--- src/rtl/pkt_tx_pkg.sv ---
package pkt_tx_pkg;
  localparam int BYTE_W = 8;
  localparam logic [BYTE_W-1:0] SYNC_BYTE = 8'h80;

  typedef enum logic [2:0] {
    PH_IDLE,
    PH_PRESET,
    PH_ACQ,
    PH_SEND,
    PH_EOP,
    PH_JIDLE
  } phase_t;
endpackage

--- src/rtl/tx_byte_feed.sv ---
module tx_byte_feed
  import pkt_tx_pkg::*;
#(
  parameter int CNT_W = 8
) (
  input  logic              clk,
  input  logic              rst_n,
  input  logic              load,
  input  logic              hs_mode,
  input  logic [7:0]        hs_pid,
  input  logic [CNT_W-1:0]  byte_count,
  input  logic              active,
  input  logic              hs_q,
  input  logic              take,
  input  logic              in_valid,
  output logic              in_ready,
  input  logic [7:0]        in_data,
  output logic [BYTE_W-1:0] nxt_data,
  output logic              nxt_full
);
  logic [CNT_W-1:0] owed;
  logic [7:0]       pid_q;
  logic             give_sync;
  logic             fill_ok;
  logic             fill;

  assign fill_ok  = active && !nxt_full && (owed != '0);
  assign in_ready = fill_ok && !hs_q;
  assign fill     = fill_ok && (hs_q || in_valid);

  always_ff @(posedge clk or negedge rst_n) begin
    if (!rst_n) begin
      owed      <= '0;
      pid_q     <= '0;
      give_sync <= 1'b0;
      nxt_data  <= '0;
      nxt_full  <= 1'b0;
    end else if (load) begin
      owed      <= hs_mode ? CNT_W'(2) : byte_count;
      pid_q     <= hs_pid;
      give_sync <= 1'b1;
      nxt_full  <= 1'b0;
    end else begin
      if (fill) begin
        if (hs_q) nxt_data <= give_sync ? SYNC_BYTE : pid_q;
        else      nxt_data <= in_data;
        nxt_full  <= 1'b1;
        owed      <= owed - 1'b1;
        give_sync <= 1'b0;
      end else if (take) begin
        nxt_full <= 1'b0;
      end
    end
  end

  AST_PREFETCH_HELD: assert property (@(posedge clk) disable iff (!rst_n)
    (nxt_full && !take && !load) |=> $stable(nxt_data)) else $error("prefetch byte changed");
endmodule

--- src/rtl/tx_bit_engine.sv ---
module tx_bit_engine
  import pkt_tx_pkg::*;
#(
  parameter int STUFF_RUN = 6
) (
  input  logic              clk,
  input  logic              rst_n,
  input  logic              prime,
  input  logic              step,
  input  logic [BYTE_W-1:0] nxt_data,
  input  logic              nxt_full,
  output logic              take,
  output logic              more,
  output logic              line_k
);
  localparam int SW = $clog2(STUFF_RUN + 1);
  localparam int BW = $clog2(BYTE_W + 1);

  logic [BYTE_W-1:0] cur;
  logic [BW-1:0]     bits_left;
  logic [SW-1:0]     run_left;
  logic              stuff_due;
  logic              bit_val;

  assign stuff_due = (run_left == '0);
  assign bit_val   = (bits_left == '0) ? nxt_data[0] : cur[0];
  assign more      = (bits_left != '0) || nxt_full;
  assign take      = step && !stuff_due && (bits_left == '0);

  always_ff @(posedge clk or negedge rst_n) begin
    if (!rst_n) begin
      cur       <= '0;
      bits_left <= '0;
      run_left  <= SW'(STUFF_RUN);
      line_k    <= 1'b0;
    end else if (prime) begin
      cur       <= '0;
      bits_left <= '0;
      run_left  <= SW'(STUFF_RUN);
      line_k    <= 1'b0;
    end else if (step) begin
      if (stuff_due) begin
        line_k   <= ~line_k;
        run_left <= SW'(STUFF_RUN);
      end else begin
        if (bits_left == '0) begin
          cur       <= {1'b0, nxt_data[BYTE_W-1:1]};
          bits_left <= BW'(BYTE_W - 1);
        end else begin
          cur       <= {1'b0, cur[BYTE_W-1:1]};
          bits_left <= bits_left - 1'b1;
        end
        if (!bit_val) begin
          line_k   <= ~line_k;
          run_left <= SW'(STUFF_RUN);
        end else begin
          run_left <= run_left - 1'b1;
        end
      end
    end
  end

  AST_STUFF_FLIPS: assert property (@(posedge clk) disable iff (!rst_n)
    (step && stuff_due) |=> (line_k != $past(line_k))) else $error("stuff slot did not toggle");
  AST_TAKE_FULL: assert property (@(posedge clk) disable iff (!rst_n)
    take |-> nxt_full) else $error("consumed empty prefetch");
endmodule

--- src/rtl/tx_line_seq.sv ---
module tx_line_seq
  import pkt_tx_pkg::*;
#(
  parameter int CPB      = 8,
  parameter int EOP_BITS = 2,
  parameter int ADDR_W   = 7
) (
  input  logic              clk,
  input  logic              rst_n,
  input  logic              start,
  input  logic              hs_mode,
  input  logic              more,
  input  logic              line_k,
  input  logic [ADDR_W-1:0] pend_addr,
  output logic              accept,
  output logic              prime,
  output logic              step,
  output logic              active,
  output logic              hs_q,
  output logic              busy,
  output logic              dp,
  output logic              dm,
  output logic              oe,
  output logic [ADDR_W-1:0] dev_addr
);
  localparam int EOP_LEN = CPB * EOP_BITS;
  localparam int TICK_W  = $clog2(EOP_LEN + 1);

  phase_t            phase;
  logic [TICK_W-1:0] tick;
  logic [TICK_W-1:0] last;
  logic              slot_end;

  assign last     = (phase == PH_EOP) ? TICK_W'(EOP_LEN - 1) : TICK_W'(CPB - 1);
  assign slot_end = (phase inside {PH_ACQ, PH_SEND, PH_EOP, PH_JIDLE}) && (tick == last);
  assign active   = (phase == PH_ACQ) || (phase == PH_SEND);
  assign accept   = (phase == PH_IDLE) && start;
  assign prime    = (phase == PH_PRESET);
  assign step     = slot_end && active && more;
  assign busy     = (phase != PH_IDLE);

  assign oe = phase inside {PH_ACQ, PH_SEND, PH_EOP, PH_JIDLE};
  assign dp = (phase == PH_SEND) && line_k;
  assign dm = (phase inside {PH_PRESET, PH_ACQ, PH_JIDLE}) || ((phase == PH_SEND) && !line_k);

  always_ff @(posedge clk or negedge rst_n) begin
    if (!rst_n) begin
      phase    <= PH_IDLE;
      tick     <= '0;
      hs_q     <= 1'b0;
      dev_addr <= '0;
    end else begin
      case (phase)
        PH_IDLE: begin
          if (start) begin
            phase <= PH_PRESET;
            hs_q  <= hs_mode;
          end
        end
        PH_PRESET: begin
          phase <= PH_ACQ;
          tick  <= '0;
        end
        PH_ACQ, PH_SEND: begin
          if (slot_end) begin
            tick  <= '0;
            phase <= more ? PH_SEND : PH_EOP;
          end else begin
            tick <= tick + 1'b1;
          end
        end
        PH_EOP: begin
          if (slot_end) begin
            tick  <= '0;
            phase <= PH_JIDLE;
            if (!hs_q) dev_addr <= pend_addr;
          end else begin
            tick <= tick + 1'b1;
          end
        end
        PH_JIDLE: begin
          if (slot_end) begin
            tick  <= '0;
            phase <= PH_IDLE;
          end else begin
            tick <= tick + 1'b1;
          end
        end
        default: phase <= PH_IDLE;
      endcase
    end
  end

  AST_J_BEFORE_DRIVE: assert property (@(posedge clk) disable iff (!rst_n)
    $rose(oe) |-> ($past(dm) && !$past(dp))) else $error("drivers on without J preset");
  AST_ADDR_DATA_ONLY: assert property (@(posedge clk) disable iff (!rst_n)
    (dev_addr != $past(dev_addr)) |-> ($past(phase) == PH_EOP && !$past(hs_q))) else $error("address moved outside data EOP");
  AST_START_IGNORED: assert property (@(posedge clk) disable iff (!rst_n)
    (busy && start) |=> (hs_q == $past(hs_q))) else $error("start taken while busy");
endmodule

--- src/rtl/ls_pkt_tx.sv ---
module ls_pkt_tx
  import pkt_tx_pkg::*;
#(
  parameter int CPB       = 8,
  parameter int EOP_BITS  = 2,
  parameter int STUFF_RUN = 6,
  parameter int CNT_W     = 8,
  parameter int ADDR_W    = 7
) (
  input  logic              clk,
  input  logic              rst_n,
  input  logic              start,
  input  logic              hs_mode,
  input  logic [7:0]        hs_pid,
  input  logic [CNT_W-1:0]  byte_count,
  input  logic              in_valid,
  output logic              in_ready,
  input  logic [7:0]        in_data,
  input  logic [ADDR_W-1:0] pend_addr,
  output logic [ADDR_W-1:0] dev_addr,
  output logic              line_dp,
  output logic              line_dm,
  output logic              line_oe,
  output logic              busy
);
  logic              accept, prime, step, active, hs_q;
  logic              take, more, line_k, nxt_full;
  logic [BYTE_W-1:0] nxt_data;

  tx_line_seq #(.CPB(CPB), .EOP_BITS(EOP_BITS), .ADDR_W(ADDR_W)) u_seq (
    .clk(clk), .rst_n(rst_n), .start(start), .hs_mode(hs_mode),
    .more(more), .line_k(line_k), .pend_addr(pend_addr),
    .accept(accept), .prime(prime), .step(step), .active(active),
    .hs_q(hs_q), .busy(busy), .dp(line_dp), .dm(line_dm), .oe(line_oe),
    .dev_addr(dev_addr)
  );

  tx_byte_feed #(.CNT_W(CNT_W)) u_feed (
    .clk(clk), .rst_n(rst_n), .load(accept), .hs_mode(hs_mode),
    .hs_pid(hs_pid), .byte_count(byte_count), .active(active), .hs_q(hs_q),
    .take(take), .in_valid(in_valid), .in_ready(in_ready), .in_data(in_data),
    .nxt_data(nxt_data), .nxt_full(nxt_full)
  );

  tx_bit_engine #(.STUFF_RUN(STUFF_RUN)) u_bits (
    .clk(clk), .rst_n(rst_n), .prime(prime), .step(step),
    .nxt_data(nxt_data), .nxt_full(nxt_full),
    .take(take), .more(more), .line_k(line_k)
  );

  AST_READY_NEEDS_BUSY: assert property (@(posedge clk) disable iff (!rst_n)
    in_ready |-> (busy && !hs_q)) else $error("ready outside data packet");
endmodule

--- config.mk ---
export PLATFORM = sky130hd
export DESIGN_NAME = ls_pkt_tx
export DESIGN_NICKNAME = d
export VERILOG_FILES = /design/src/rtl/pkt_tx_pkg.sv /design/src/rtl/tx_byte_feed.sv /design/src/rtl/tx_bit_engine.sv /design/src/rtl/tx_line_seq.sv /design/src/rtl/ls_pkt_tx.sv
export SDC_FILE = /design/constraint.sdc
export NUM_CORES = 1
export LEC_CHECK = 0
export ABC_CLOCK_PERIOD_IN_PS = 2400
export BUFFER_PORTS_ARGS = -buffer_cell sky130_fd_sc_hd__buf_2
export CAP_MARGIN = 20
export CORE_AREA = 2 2 96 98
export DETAILED_ROUTE_END_ITERATION = 10
export DIE_AREA = 0 0 98 100
export SLEW_MARGIN = 15
export SYNTH_ARGS = -nofsm -noshare
export SYNTH_HDL_FRONTEND = slang
export SYNTH_SLANG_ARGS = --single-unit
--- constraint.sdc ---
create_clock -name clk -period 2.4 [get_ports clk]
set_clock_uncertainty 0.2 [all_clocks]
set_input_delay 0.24 -clock clk [delete_from_list [all_inputs] [get_ports clk]]
set_output_delay 0.24 -clock clk [all_outputs]
set_load 0.02 [all_outputs]
---- Yosys cells after proc, flatten, opt, wreduce, memory -nomap -nowiden ----
Index checks and enable logic that the tools add are counted.
Widths: inputs -> output; s select.
word-level totals
  register bits after elaboration ......... 58
  input bits .............................. 36
  output and inout bits ................... 12
cells by class
  add/sub/neg operators ................... 4
  eq/ne operators ......................... 12
  mux-type cells .......................... 36
  bitwise gates (word level) .............. 3
  reduce and logical (&&, ||, !) cells .... 40
operator list
  operator             count
  $mux 8               8
  $mux 3               9
  $mux 4               5
  $pmux 3 s5           1
  $logic_and 1x1->1    12
  $mux 1               10
  $pmux 5 s2           1
  $reduce_bool 3->1    3
  $reduce_and 2->1     4
  $reduce_bool 4->1    2
  $reduce_bool 8->1    1
  $sub 8x1->8 const B  1
  $mux 7               1
  $eq 3x2->1 const B   2
  $eq 3x3->1 const B   2
  $logic_not 3->1      2
  $ne 2x1->1 const B   3
  $reduce_bool 2->1    3
  $add 5x1->5 const B  1
  $eq 5x5->1           1
  $mux 5               1
  $logic_not 1->1      4
  $logic_not 4->1      1
  $logic_or 1x1->1     4
  other kinds (10)     13

---- Longest topological paths before layout ----
Gate-level depths: netlist of run 1.
  word-level depth ........................ 11
  mapped depth ............................ 10
  mapped depth without buffers ............ 7

---- Hierarchy ----
Synthesis of run 1 repeated with hierarchy kept, for this count alone.
second synthesis, totals
  cells, all modules ...................... 302
  area, all modules ....................... 3104.2 um^2
by module, submodules not included
  module         instances  cells each  area an instance (um^2)  seq. area each (um^2)
  tx_byte_feed   1          131         1333.8                   650.6
  tx_line_seq    1          89          933.4                    400.4
  tx_bit_engine  1          82          837.1                    377.9

---- Worst setup path before layout of run 1 ----
Ideal clock, no wire load.
  path kind ............................... register to register
  start ................................... register u_feed.owed[0]
  end ..................................... register u_feed.owed[4]
  library setup time ...................... 0.082 ns
  data arrival time ....................... 1.876 ns
  setup slack ............................. 0.242 ns
  stages on the path, launching flop included .. 8
  path buffers ............................ 0
  clock period less this slack ............ 2.158 ns
  path through ............................ dfrtp_1 inv_1 ha_1 nor4b_2 a2111oi_4 nand2_1 or4_1 a31oi_1
between the ends
  word-level cells in the longest chain between the ends .. 4
  elaborated cells on any way between the ends .. 7
  classes of those cells .................. add/sub: 1; mux: 2; reduce/logical: 4
RTL lines
  item                                                                 RTL line            RTL
  start: declaration                                                   tx_byte_feed.sv:21  logic [CNT_W-1:0] owed;
  start signal: assignment                                             tx_byte_feed.sv:39  owed <= hs_mode ? CNT_W'(2) : byte_count;
  start signal: assignment                                             tx_byte_feed.sv:48  owed <= owed - 1'b1;
  parallel branches: the longest is 4 deep, another holds $sub 8x1->8  n/a
Several ways; the timed one is not identified. The select of a mux whose other input is x is not followed.
A chain may end at the register's enable or synchronous reset.

---- Worst setup path in the final report of run 1 ----
  start ................................... register u_feed.owed[1]
  end ..................................... output in_ready
between the ends
  word-level cells in the longest chain between the ends .. 3
RTL lines
  item               RTL line            RTL
  $reduce_bool 8->1  tx_byte_feed.sv:27  assign fill_ok = active && !nxt_full && (owed != '0);
  $logic_and 1x1->1  tx_byte_feed.sv:27
  $logic_and 1x1->1  tx_byte_feed.sv:28  assign in_ready = fill_ok && !hs_q;
  end: declaration   ls_pkt_tx.sv:17     output logic in_ready,
Every way passes these cells.

==> results.yml, run 1 <==
run_status:
  outcome: "complete, no violations"
sta:
  finalMaxSlewViolations: 0
  clock.fmax_mhz: 437
  worstMarginPinSlew_ns: 0.577
  rsz0062_at_grt: "no"
  slew_headroom: 0.615
  tns_ns: 0
  fin_crit_sh: 0.953
  setup_violations: 0
  period_minus_slack_ns: 2.29
  hold_viol: 0
synth:
  syn_inst: 319
  ys_ff_latch: 57
  yosys_most_used_dff: "dfrtp_1"
  synth-edff-count: 0
  synth_cell_types: 51
  ys_async_sr_fraction: 1.00
  syn_area_sq_mm: 0.00299
  synth_seq_area_share: 0.477
  synth_warnings: 0
  synth_nets: 361
  syn_avg_cell_area_sq_um: 9.39
power:
  power_mw: 4.75
  power_density_mw_per_mm2: 1230
  ir_drop_v: 0.000478
  leakage_nw: 1.79
global_routing:
  grt_overflow_total: 0
  grt_pass1_wl_um: 12600
  antenna_found_initial: 0
  grt.total_usage: 0.157
  grt_max_degree: 40
  grt_pass1_vias: 2547
critical_path:
  cp-start-kind: "flip-flop"
  r2r_slack_ns: 0.20
  reg2reg_depth: 7
  end_kind: "primary output"
  cp_max_fo: 3
  worst-endpoint-arrival_ns: 1.85
  worst-setup-path-type: "flip-flop to primary output"
  reg2reg_from: "u_seq.tick[0]"
  required_ns: 1.96
  reg2reg_to: "u_seq.dev_addr[0]"
detailed_routing:
  drt-pass1-iter-count: 4
  viasPerCell: 4.93
  vias: 2519
  drt_iter0_markers: 154
  wl_per_cell_um: 13.3
  drt_drc_violations_left: 0
  wl_um: 6820
  ant_nets: 0
floorplan:
  io_pins: 48
  rows: 35
  die_h_um: 100
  dieWidth_um: 98
  core-area_sq_mm: 0.00889
  die_area_sq_mm: 0.00980
  initial_utilization: 0.337
finish:
  final_nets: 437
  antenna-diode-count: 0
  area.growth.synth_to_final_pct: 29.1
  final_cell_area_sq_mm: 0.00386
  drive_above_1_share: 0.223
  fillCellCount: 887
clocking:
  clock_path_buffers: 2
  clkSinkCount: 57
  path_clk_slew_ns: 0.07
  tritoncts: "done"
  cts_inserted_buffers: 9
  root_buffer: "clkbuf_8"
  h-tree-depth: 3
  clkLatencyLatePin_ns: 0.34
worst_hold_path:
  hp-class: "input pin to flip-flop"
  hold_path_depth: 3
  holdPathEnd: "u_feed.owed[3]"
  hp-start: "byte_count[3]"
placement:
  io_buffers: 47
  gp_congestion: 0.829
  place_area_sq_mm: 0.00341
  hpwl_um: 4650
flow_run:
  maxCapViolations: 0
-- per-stage QoR --
stage	hold slack [ns]	util	setup WS, ns	std cells
after floorplan	-0.256	-	0.242	319
after global placement	0.0238	0.383	0.167	472
after detailed placement	0.0280	0.383	0.0461	472
after CTS	0.000164	0.434	0.0376	510
after global routing	0.0132	0.435	0.0159	511
final	0.00987	0.435	0.113	511
-- critical path, cell delays in order (launching register included) --
cell and delay (ns):
dfrtp_1 0.37, inv_1 0.10, ha_1 0.19, nor4b_4 0.31, buf_4 0.18, and2_1 0.14, nor4_1 0.05, buf_2 0.17
-- cell usage in the layout, fill, tap and decap left out, types with 4 or more instances in the layout --
master         synthesis  routed
dlygate4sd3_1          0      22
mux2_1                 7       7
a31oi_1                4       4
nor2b_1                8       8
nor2_1                20      20
ha_1                   6       6
nand2_1               42      42
o21ai_0               11      11
o21ai_1                8       8
inv_1                 13      12
o31ai_1                4       4
clkbuf_8               0       9
nand3_1               14      14
buf_4                  0      13
mux2i_1               12      12
nor3_1                10      10
a21oi_1               35      35
dfrtp_1               55      55
buf_2                  3      47
-- sequential cells by signal (all words and copies together) (netlist names) --
name and cells:
u_bits.bits_left 4, u_bits.cur 7, u_bits.line_k 1, u_bits.run_left 3
u_feed.give_sync 1, u_feed.nxt_data 8, u_feed.nxt_full 1, u_feed.owed 8
u_feed.pid_q 8, u_seq.dev_addr 7, u_seq.hs_q 1, u_seq.phase 3
u_seq.tick 5
-- repair_timing --
item                                    in CTS  in global routing
gates cloned                                 0                  0
buffers inserted                             0                  1
pin swaps                                    0                  1
endpoints found under the setup margin       1                 11
gates resized for setup                      1                  2
hold endpoints to repair                    39                  0
hold buffers                                22                  0
-- where the power goes --
part | internal [mW] | leakage (nW) | switching [mW]
Combinational | 0.875 | 0.962 | 1.18
Sequential | 1.36 | 0.717 | 0.326
Clock | 0.584 | 0.109 | 0.426
-- Yosys cell counts, types with 2 or more instances --
cell type	count	area share
o31ai_1	4	0.010
nand3_1	14	0.023
a32oi_1	2	0.0059
o221ai_1	2	0.0059
nand2_1	42	0.053
dfstp_2	2	0.018
ha_1	6	0.025
mux2_1	7	0.026
nor2b_1	8	0.017
o21ai_0	11	0.018
nor2_1	20	0.025
inv_1	13	0.016
a22oi_1	2	0.0050
nor3b_1	3	0.0075
mux2i_1	12	0.040
nor4_1	2	0.0042
or3_1	3	0.0063
or4_1	2	0.0050
a21oi_1	35	0.059
xnor2_1	2	0.0059
buf_2	3	0.0050
xor2_1	2	0.0059
dfrtp_1	55	0.46
clkbuf_1	14	0.018
o211ai_1	3	0.0075
a31o_2	2	0.0059
nand3b_1	2	0.0050
o21ai_1	8	0.013
nor3_1	10	0.017
and2_1	2	0.0042
nand2b_1	3	0.0063
a31oi_1	4	0.0084
-- logic make-up (layout without fill, tap and decap cells) --
| kind of cell | count (synthesis) | after routing | share of synthesized area |
|---|---|---|---|
| compound gates | 83 | 83 | 0.175 |
| mux | 20 | 20 | 0.0702 |
| xor+xnor | 4 | 4 | 0.0117 |
| flops | 57 | 57 | 0.477 |
| buf+inv | 31 | 112 | 0.0401 |
| fa+ha+maj | 7 | 7 | 0.0284 |
| simple gates | 117 | 117 | 0.197 |
-- final cells by class --
type,count,area [sq um],share of cell area
Inverter,13,48.8,0.0126
Sequential cell,57,1430,0.370
Clock inverter,7,95.1,0.0246
Tap cell,111,139,0.0359
Timing Repair Buffer,83,573,0.148
Multi-Input combinational cell,231,1460,0.377
Clock buffer,9,124,0.0320
-- per-layer routing --
metal | part of all wire | global-route usage | wire length (um) | up-vias
met5 | 0 | 0 | 0 | -
li1 | - | - | - | 1283
met1 | 0.51 | 0.217 | 3460 | 1185
met2 | 0.45 | 0.248 | 3100 | 46
met4 | 0.0075 | 0.0438 | 51 | 0
met3 | 0.031 | 0.0369 | 208 | 5
-- worst max path at each step --
| stage | from | end | depth (start not counted) |
|---|---|---|---|
| 6_report | u_feed.owed[1] | in_ready | 7 |
| 5_1_grt | u_seq.tick[0] | u_seq.dev_addr[0] | 7 |
| 4_1_cts | u_seq.tick[0] | u_seq.dev_addr[0] | 6 |
| 3_5_place_dp | u_seq.tick[0] | u_seq.dev_addr[0] | 6 |
| 3_3_place_gp | u_seq.tick[0] | u_seq.dev_addr[4] | 6 |
| 2_1_floorplan | u_feed.owed[0] | u_feed.owed[4] | 7 |
No activity file was read; power rests on OpenSTA's default activity.
==> inputs of run 2 (changes only) <==
MAX_ROUTING_LAYER = met4   (was not set)
PLACE_DENSITY_LB_ADDON = 0.08   (was not set)
==> run 2 against run 1 <==
Effect of this change:
- worst setup slack improved by 0.062 ns
- core utilization increased by 0.70 points
- critical path depth unchanged
- combinational power increased by 2%
- sequential power about the same
- hold slack improved by 0.059 ns
- cell area increased by 1.6%
- via count increased by 2.4%
- die area unchanged
- critical path type is now flip-flop to flip-flop
- largest cell class unchanged
- largest power group unchanged
==> results.yml, run 2 (synthesis gave the netlist of run 1 again) <==
floorplan:
  io_pins: 48
  die_area_sq_mm: 0.00980
  dieWidth_um: 98
  initial_utilization: 0.337
  rows: 35
  core-area_sq_mm: 0.00889
  die_h_um: 100
detailed_routing:
  drt_drc_violations_left: 0
  ant_nets: 0
  wl_um: 7050
  top_layer: "met4"
  vias: 2579
  dr_wl_met3_um: 246
  wl_met2_um: 3190
  wl_per_cell_um: 13.6
  wl_met1_um: 3510
  viasPerCell: 4.99
  drt-pass1-iter-count: 4
  drt_iter0_markers: 82
worst_hold_path:
  hold_path_depth: 3
  hp-start: "byte_count[1]"
  hp-class: "input pin to flip-flop"
  holdPathEnd: "u_feed.owed[1]"
critical_path:
  cp_max_fo: 5
  reg2reg_from: "u_bits.bits_left[0]"
  r2r_slack_ns: 0.17
  reg2reg_depth: 7
  worst-endpoint-arrival_ns: 2.28
  cp-start-kind: "flip-flop"
  end_kind: "flip-flop"
  required_ns: 2.45
  reg2reg_to: "u_bits.bits_left[3]"
  worst-setup-path-type: "flip-flop to flip-flop"
clocking:
  root_buffer: "clkbuf_8"
  h-tree-depth: 3
  path_clk_slew_ns: 0.06
  tritoncts: "done"
  clkLatencyLatePin_ns: 0.34
  clock_path_buffers: 2
  cts_inserted_buffers: 9
  clkSinkCount: 57
sta:
  finalMaxSlewViolations: 0
  worstMarginPinSlew_ns: 0.642
  rsz0062_at_grt: "no"
  setup_violations: 0
  tns_ns: 0
  fin_crit_sh: 0.927
  hold_viol: 0
  clock.fmax_mhz: 449
  period_minus_slack_ns: 2.23
  slew_headroom: 0.572
placement:
  hpwl_um: 4850
  io_buffers: 47
  gp_congestion: 0.749
flow_run:
  maxCapViolations: 0
power:
  p_switching_mw: 1.92
  pwr-share-comb: 0.434
  power_frac_seq: 0.351
  power_density_mw_per_mm2: 1230
  leakage_nw: 1.82
  ir_drop_v: 0.000376
  clockPowerShare: 0.216
  switching_share: 0.398
  p_int_mw: 2.90
finish:
  post-route-util: 0.442
  final_common_cell: "dfrtp_1"
  largestRegisters: "u_feed.nxt_data x8, u_feed.owed x8, u_feed.pid_q x8"
  antenna-diode-count: 0
  layout.area.seq_sq_mm: 0.00143
  area.growth.synth_to_final_pct: 31.2
  final_nets: 443
  drive_above_1_share: 0.229
  fillCellCount: 904
  final_cell_mix: "55 x dfrtp_1, 47 x buf_2, 42 x nand2_1"
  multi_input_area_sq_mm: 0.00146
global_routing:
  grt.total_usage: 0.160
  grt_pass1_wl_um: 12200
  grt_max_degree: 33
  grt_pass1_vias: 2617
  grt_overflow_total: 0
  antenna_found_initial: 0
run_status:
  outcome: "complete, no violations"
==> run 2: final cells by class <==
class,count,share of cell area
clock buffer,11,0.0385
clock inverter,5,0.0198
inverter,13,0.0124
multi-input combinational,231,0.371
sequential,57,0.364
tap,111,0.0354
timing repair buffer,89,0.159
==> run 2: power groups by stage <==
stage	clock, mW	sequential [mW]	combinational, mW
6_report	1.04	1.69	2.09
5_1_grt	1.13	1.76	2.37
4_1_cts	1.07	1.68	2.10
3_5_place_dp	0	1.69	2.06
3_3_place_gp	0	1.69	2.05
2_1_floorplan	0	1.61	1.53
==> run 2: repair_timing <==
item	in CTS	in global routing
hold buffers	24	0
hold endpoints to repair	46	0
gates resized for setup	0	3
setup endpoints to repair	0	9
buffers inserted	0	0
==> run 2: worst max-delay path by stage <==
| stage | from | endpoint | depth (start not counted) |
|---|---|---|---|
| 4_1_cts | u_feed.owed[0] | in_ready | 6 |
| 3_3_place_gp | u_seq.tick[0] | u_seq.dev_addr[4] | 7 |
| 5_1_grt | u_bits.bits_left[0] | u_bits.bits_left[3] | 7 |
| 2_1_floorplan | u_feed.owed[0] | u_feed.owed[4] | 7 |
| 3_5_place_dp | u_seq.tick[0] | u_seq.dev_addr[0] | 7 |
| 6_report | u_bits.bits_left[0] | u_bits.bits_left[3] | 7 |
==> run 2: through the flow <==
stage / power, mW / hold slack (ns) / cells / cell area [sq um] / setup slack [ns]
2_1_floorplan: 3.15 / -0.256 / 319 / 2990 / 0.242
3_3_place_gp: 3.74 / 0.110 / 477 / 3440 / 0.166
3_5_place_dp: 3.75 / 0.111 / 477 / 3440 / 0.146
4_1_cts: 4.85 / 0.0603 / 517 / 3910 / 0.0431
5_1_grt: 5.26 / 0.114 / 517 / 3930 / 0.00176
6_report: 4.81 / 0.0692 / 517 / 3930 / 0.175
==> run 2: worst max-delay path: stages, from the launching register on <==
cell and delay [ns]:
dfrtp_1 0.40, inv_1 0.06, ha_1 0.21, or3b_1 0.28, o21bai_2 0.12, or3_1 0.45, nor4_2 0.20, mux2i_1 0.22
==> run 2: routing by layer <==
layer	up-vias	track usage
met5	-	-
met4	0	0.0588
met3	12	0.0397
met2	40	0.239
met1	1226	0.211
li1	1301	-
==> inputs of run 3 (changes only) <==
BUFFER_PORTS_ARGS = -buffer_cell sky130_fd_sc_hd__clkbuf_2   (was -buffer_cell sky130_fd_sc_hd__buf_2)
CORE_AREA = 2 2 92 103   (was 2 2 96 98)
DIE_AREA = 0 0 94 105   (was 0 0 98 100)
RECOVER_POWER = 50   (was not set)
==> run 3 against run 2 <==
Effect of this change:
- cell count increased by 0.19%
- count of clock-buffer cells in the layout decreased by 2
- core utilization decreased by 0.31 points
- critical path type unchanged
- hold slack improved by 0.0052 ns
- worst setup slack got worse by 0.039 ns
- critical path depth unchanged
- combinational power about the same
- highest routed layer unchanged
- global-route usage increased by 0.10 points
==> results.yml, run 3 (synthesis gave the netlist of run 1 again) <==
finish:
  post-route-util: 0.439
  drive_above_1_share: 0.203
  area.growth.synth_to_final_pct: 28.7
  antenna-diode-count: 0
  final_cell_mix: "55 x dfrtp_1, 42 x nand2_1, 41 x clkbuf_2"
  largestRegisters: "u_feed.nxt_data x8, u_feed.owed x8, u_feed.pid_q x8"
  final_common_cell: "dfrtp_1"
  layout.cells.non_filler: 518
  fillCellCount: 924
  final_nets: 441
critical_path:
  cp_max_fo: 7
  required_ns: 2.43
  path_cells: "ha_1 -> nand2_1 -> nor2_1 -> nand2_1 -> nor4b_4 -> buf_4 -> mux2_1"
  end_kind: "flip-flop"
  r2r_slack_ns: 0.14
  cp_common_cell: "nand2_1"
  worst-endpoint-arrival_ns: 2.29
  cp-start-kind: "flip-flop"
  worst-setup-path-type: "flip-flop to flip-flop"
  slowest_delay_ns: 0.46
  cpMaxStageDelayCell: "dfrtp_1"
sta:
  setup_violations: 0
  fin_crit_sh: 0.944
  tns_ns: 0
  period_minus_slack_ns: 2.26
  worstMarginPinSlew_ns: 1.45
  clock.fmax_mhz: 442
  slew_headroom: 0.0342
  finalMaxSlewViolations: 0
  fin_ws_ns: 0.135
  hold_viol: 0
  rsz0062_at_grt: "no"
power:
  power_frac_seq: 0.363
  power_density_mw_per_mm2: 1210
  leakage_nw: 1.76
  pwr-share-comb: 0.441
  p_int_mw: 2.72
  p_switching_mw: 1.95
  clockPowerShare: 0.195
  switching_share: 0.418
  power_mw: 4.67
  ir_drop_v: 0.000399
placement:
  place_inst: 478
  hpwl_um: 4660
  pre_cts_slack_ns: 0.147
  gp_congestion: 0.769
  io_buffers: 47
floorplan:
  die_h_um: 105
  core-area_sq_mm: 0.00878
  rows: 36
  dieWidth_um: 94
  io_pins: 48
  initial_utilization: 0.341
  die_area_sq_mm: 0.00987
global_routing:
  grt_overflow_total: 0
  grt_pass1_wl_um: 12400
  grt_pass1_vias: 2538
  grt.total_usage: 0.161
  antenna_found_initial: 0
  grt_max_degree: 58
clocking:
  cts_inserted_buffers: 9
  h-tree-depth: 3
  clkSinkCount: 57
  root_buffer: "clkbuf_8"
  clkLatencyLatePin_ns: 0.34
  path_clk_slew_ns: 0.08
  postCtsSetupBuffers: 0
  tritoncts: "done"
  clock_path_buffers: 2
detailed_routing:
  wl_um: 6950
  drt_drc_violations_left: 0
  vias: 2560
  viasPerCell: 4.94
  ant_nets: 0
  wl_per_cell_um: 13.4
  drt-pass1-iter-count: 4
  drt_iter0_markers: 98
worst_hold_path:
  hp-class: "input pin to flip-flop"
flow_run:
  maxCapViolations: 0
run_status:
  outcome: "complete, no violations"
-- run 3: through the flow --
step / instance area, sq um / hold WS [ns]
after floorplan: 2990 / -0.256
after global placement: 3420 / 0.230
after detailed placement: 3420 / 0.234
after CTS: 3860 / 0.0718
after global routing: 3850 / 0.102
final: 3850 / 0.0745
-- run 3: power by group through the flow --
stage	sequential [mW]	clock [mW]	combinational [mW]
2_1_floorplan	1.61	0	1.53
3_3_place_gp	1.70	0	2.02
3_5_place_dp	1.70	0	2.04
4_1_cts	1.69	0.937	2.09
5_1_grt	1.75	0.989	2.36
6_report	1.69	0.913	2.06
-- run 3: worst max-delay path: cells and delay by family, from the launching register on --
kind / cells / cell delay (ns)
and+or+nand+nor: 4 / 0.70
DFF: 1 / 0.46
muxes: 1 / 0.33
adders and majority gates: 1 / 0.26
buffers and inverters: 1 / 0.19
-- run 3: layer usage --
metal,up-vias,GRT usage,share of wire
met1,1207,0.218,0.49
li1,1296,-,-
met5,-,-,0
met4,0,0.0590,0.017
met3,12,0.0310,0.034
met2,45,0.238,0.46
-- run 3: final timing paths --
path | depth (start not counted) | endpoint | startpoint
max | 7 | u_seq.dev_addr[3] | u_seq.tick[0]
min | 3 | u_feed.owed[1] | byte_count[1]
max reg2reg | 7 | u_seq.dev_addr[3] | u_seq.tick[0]
min reg2reg | 2 | u_feed.pid_q[0] | u_feed.pid_q[0]
max in group asynchronous | 3 | u_feed.owed[0] | rst_n
min in group asynchronous | 3 | u_seq.tick[2] | rst_n
-- run 3: area by class of cell --
cell class	count	area, sq um	area share
multi-input cells	231	1450	0.377
clock buffers	9	124	0.0321
repair buffers	87	584	0.152
flip-flops and latches	57	1430	0.371
inverters	13	48.8	0.0127
well taps	114	143	0.0370
clock inverters	7	71.3	0.0185
-- run 3: repair_timing --
| item | in CTS | in global routing |
|---|---|---|
| hold buffers | 24 | 0 |
| hold endpoints to repair | 78 | 0 |
| setup endpoints to repair | 0 | 1 |
| gates resized for setup | 0 | 1 |
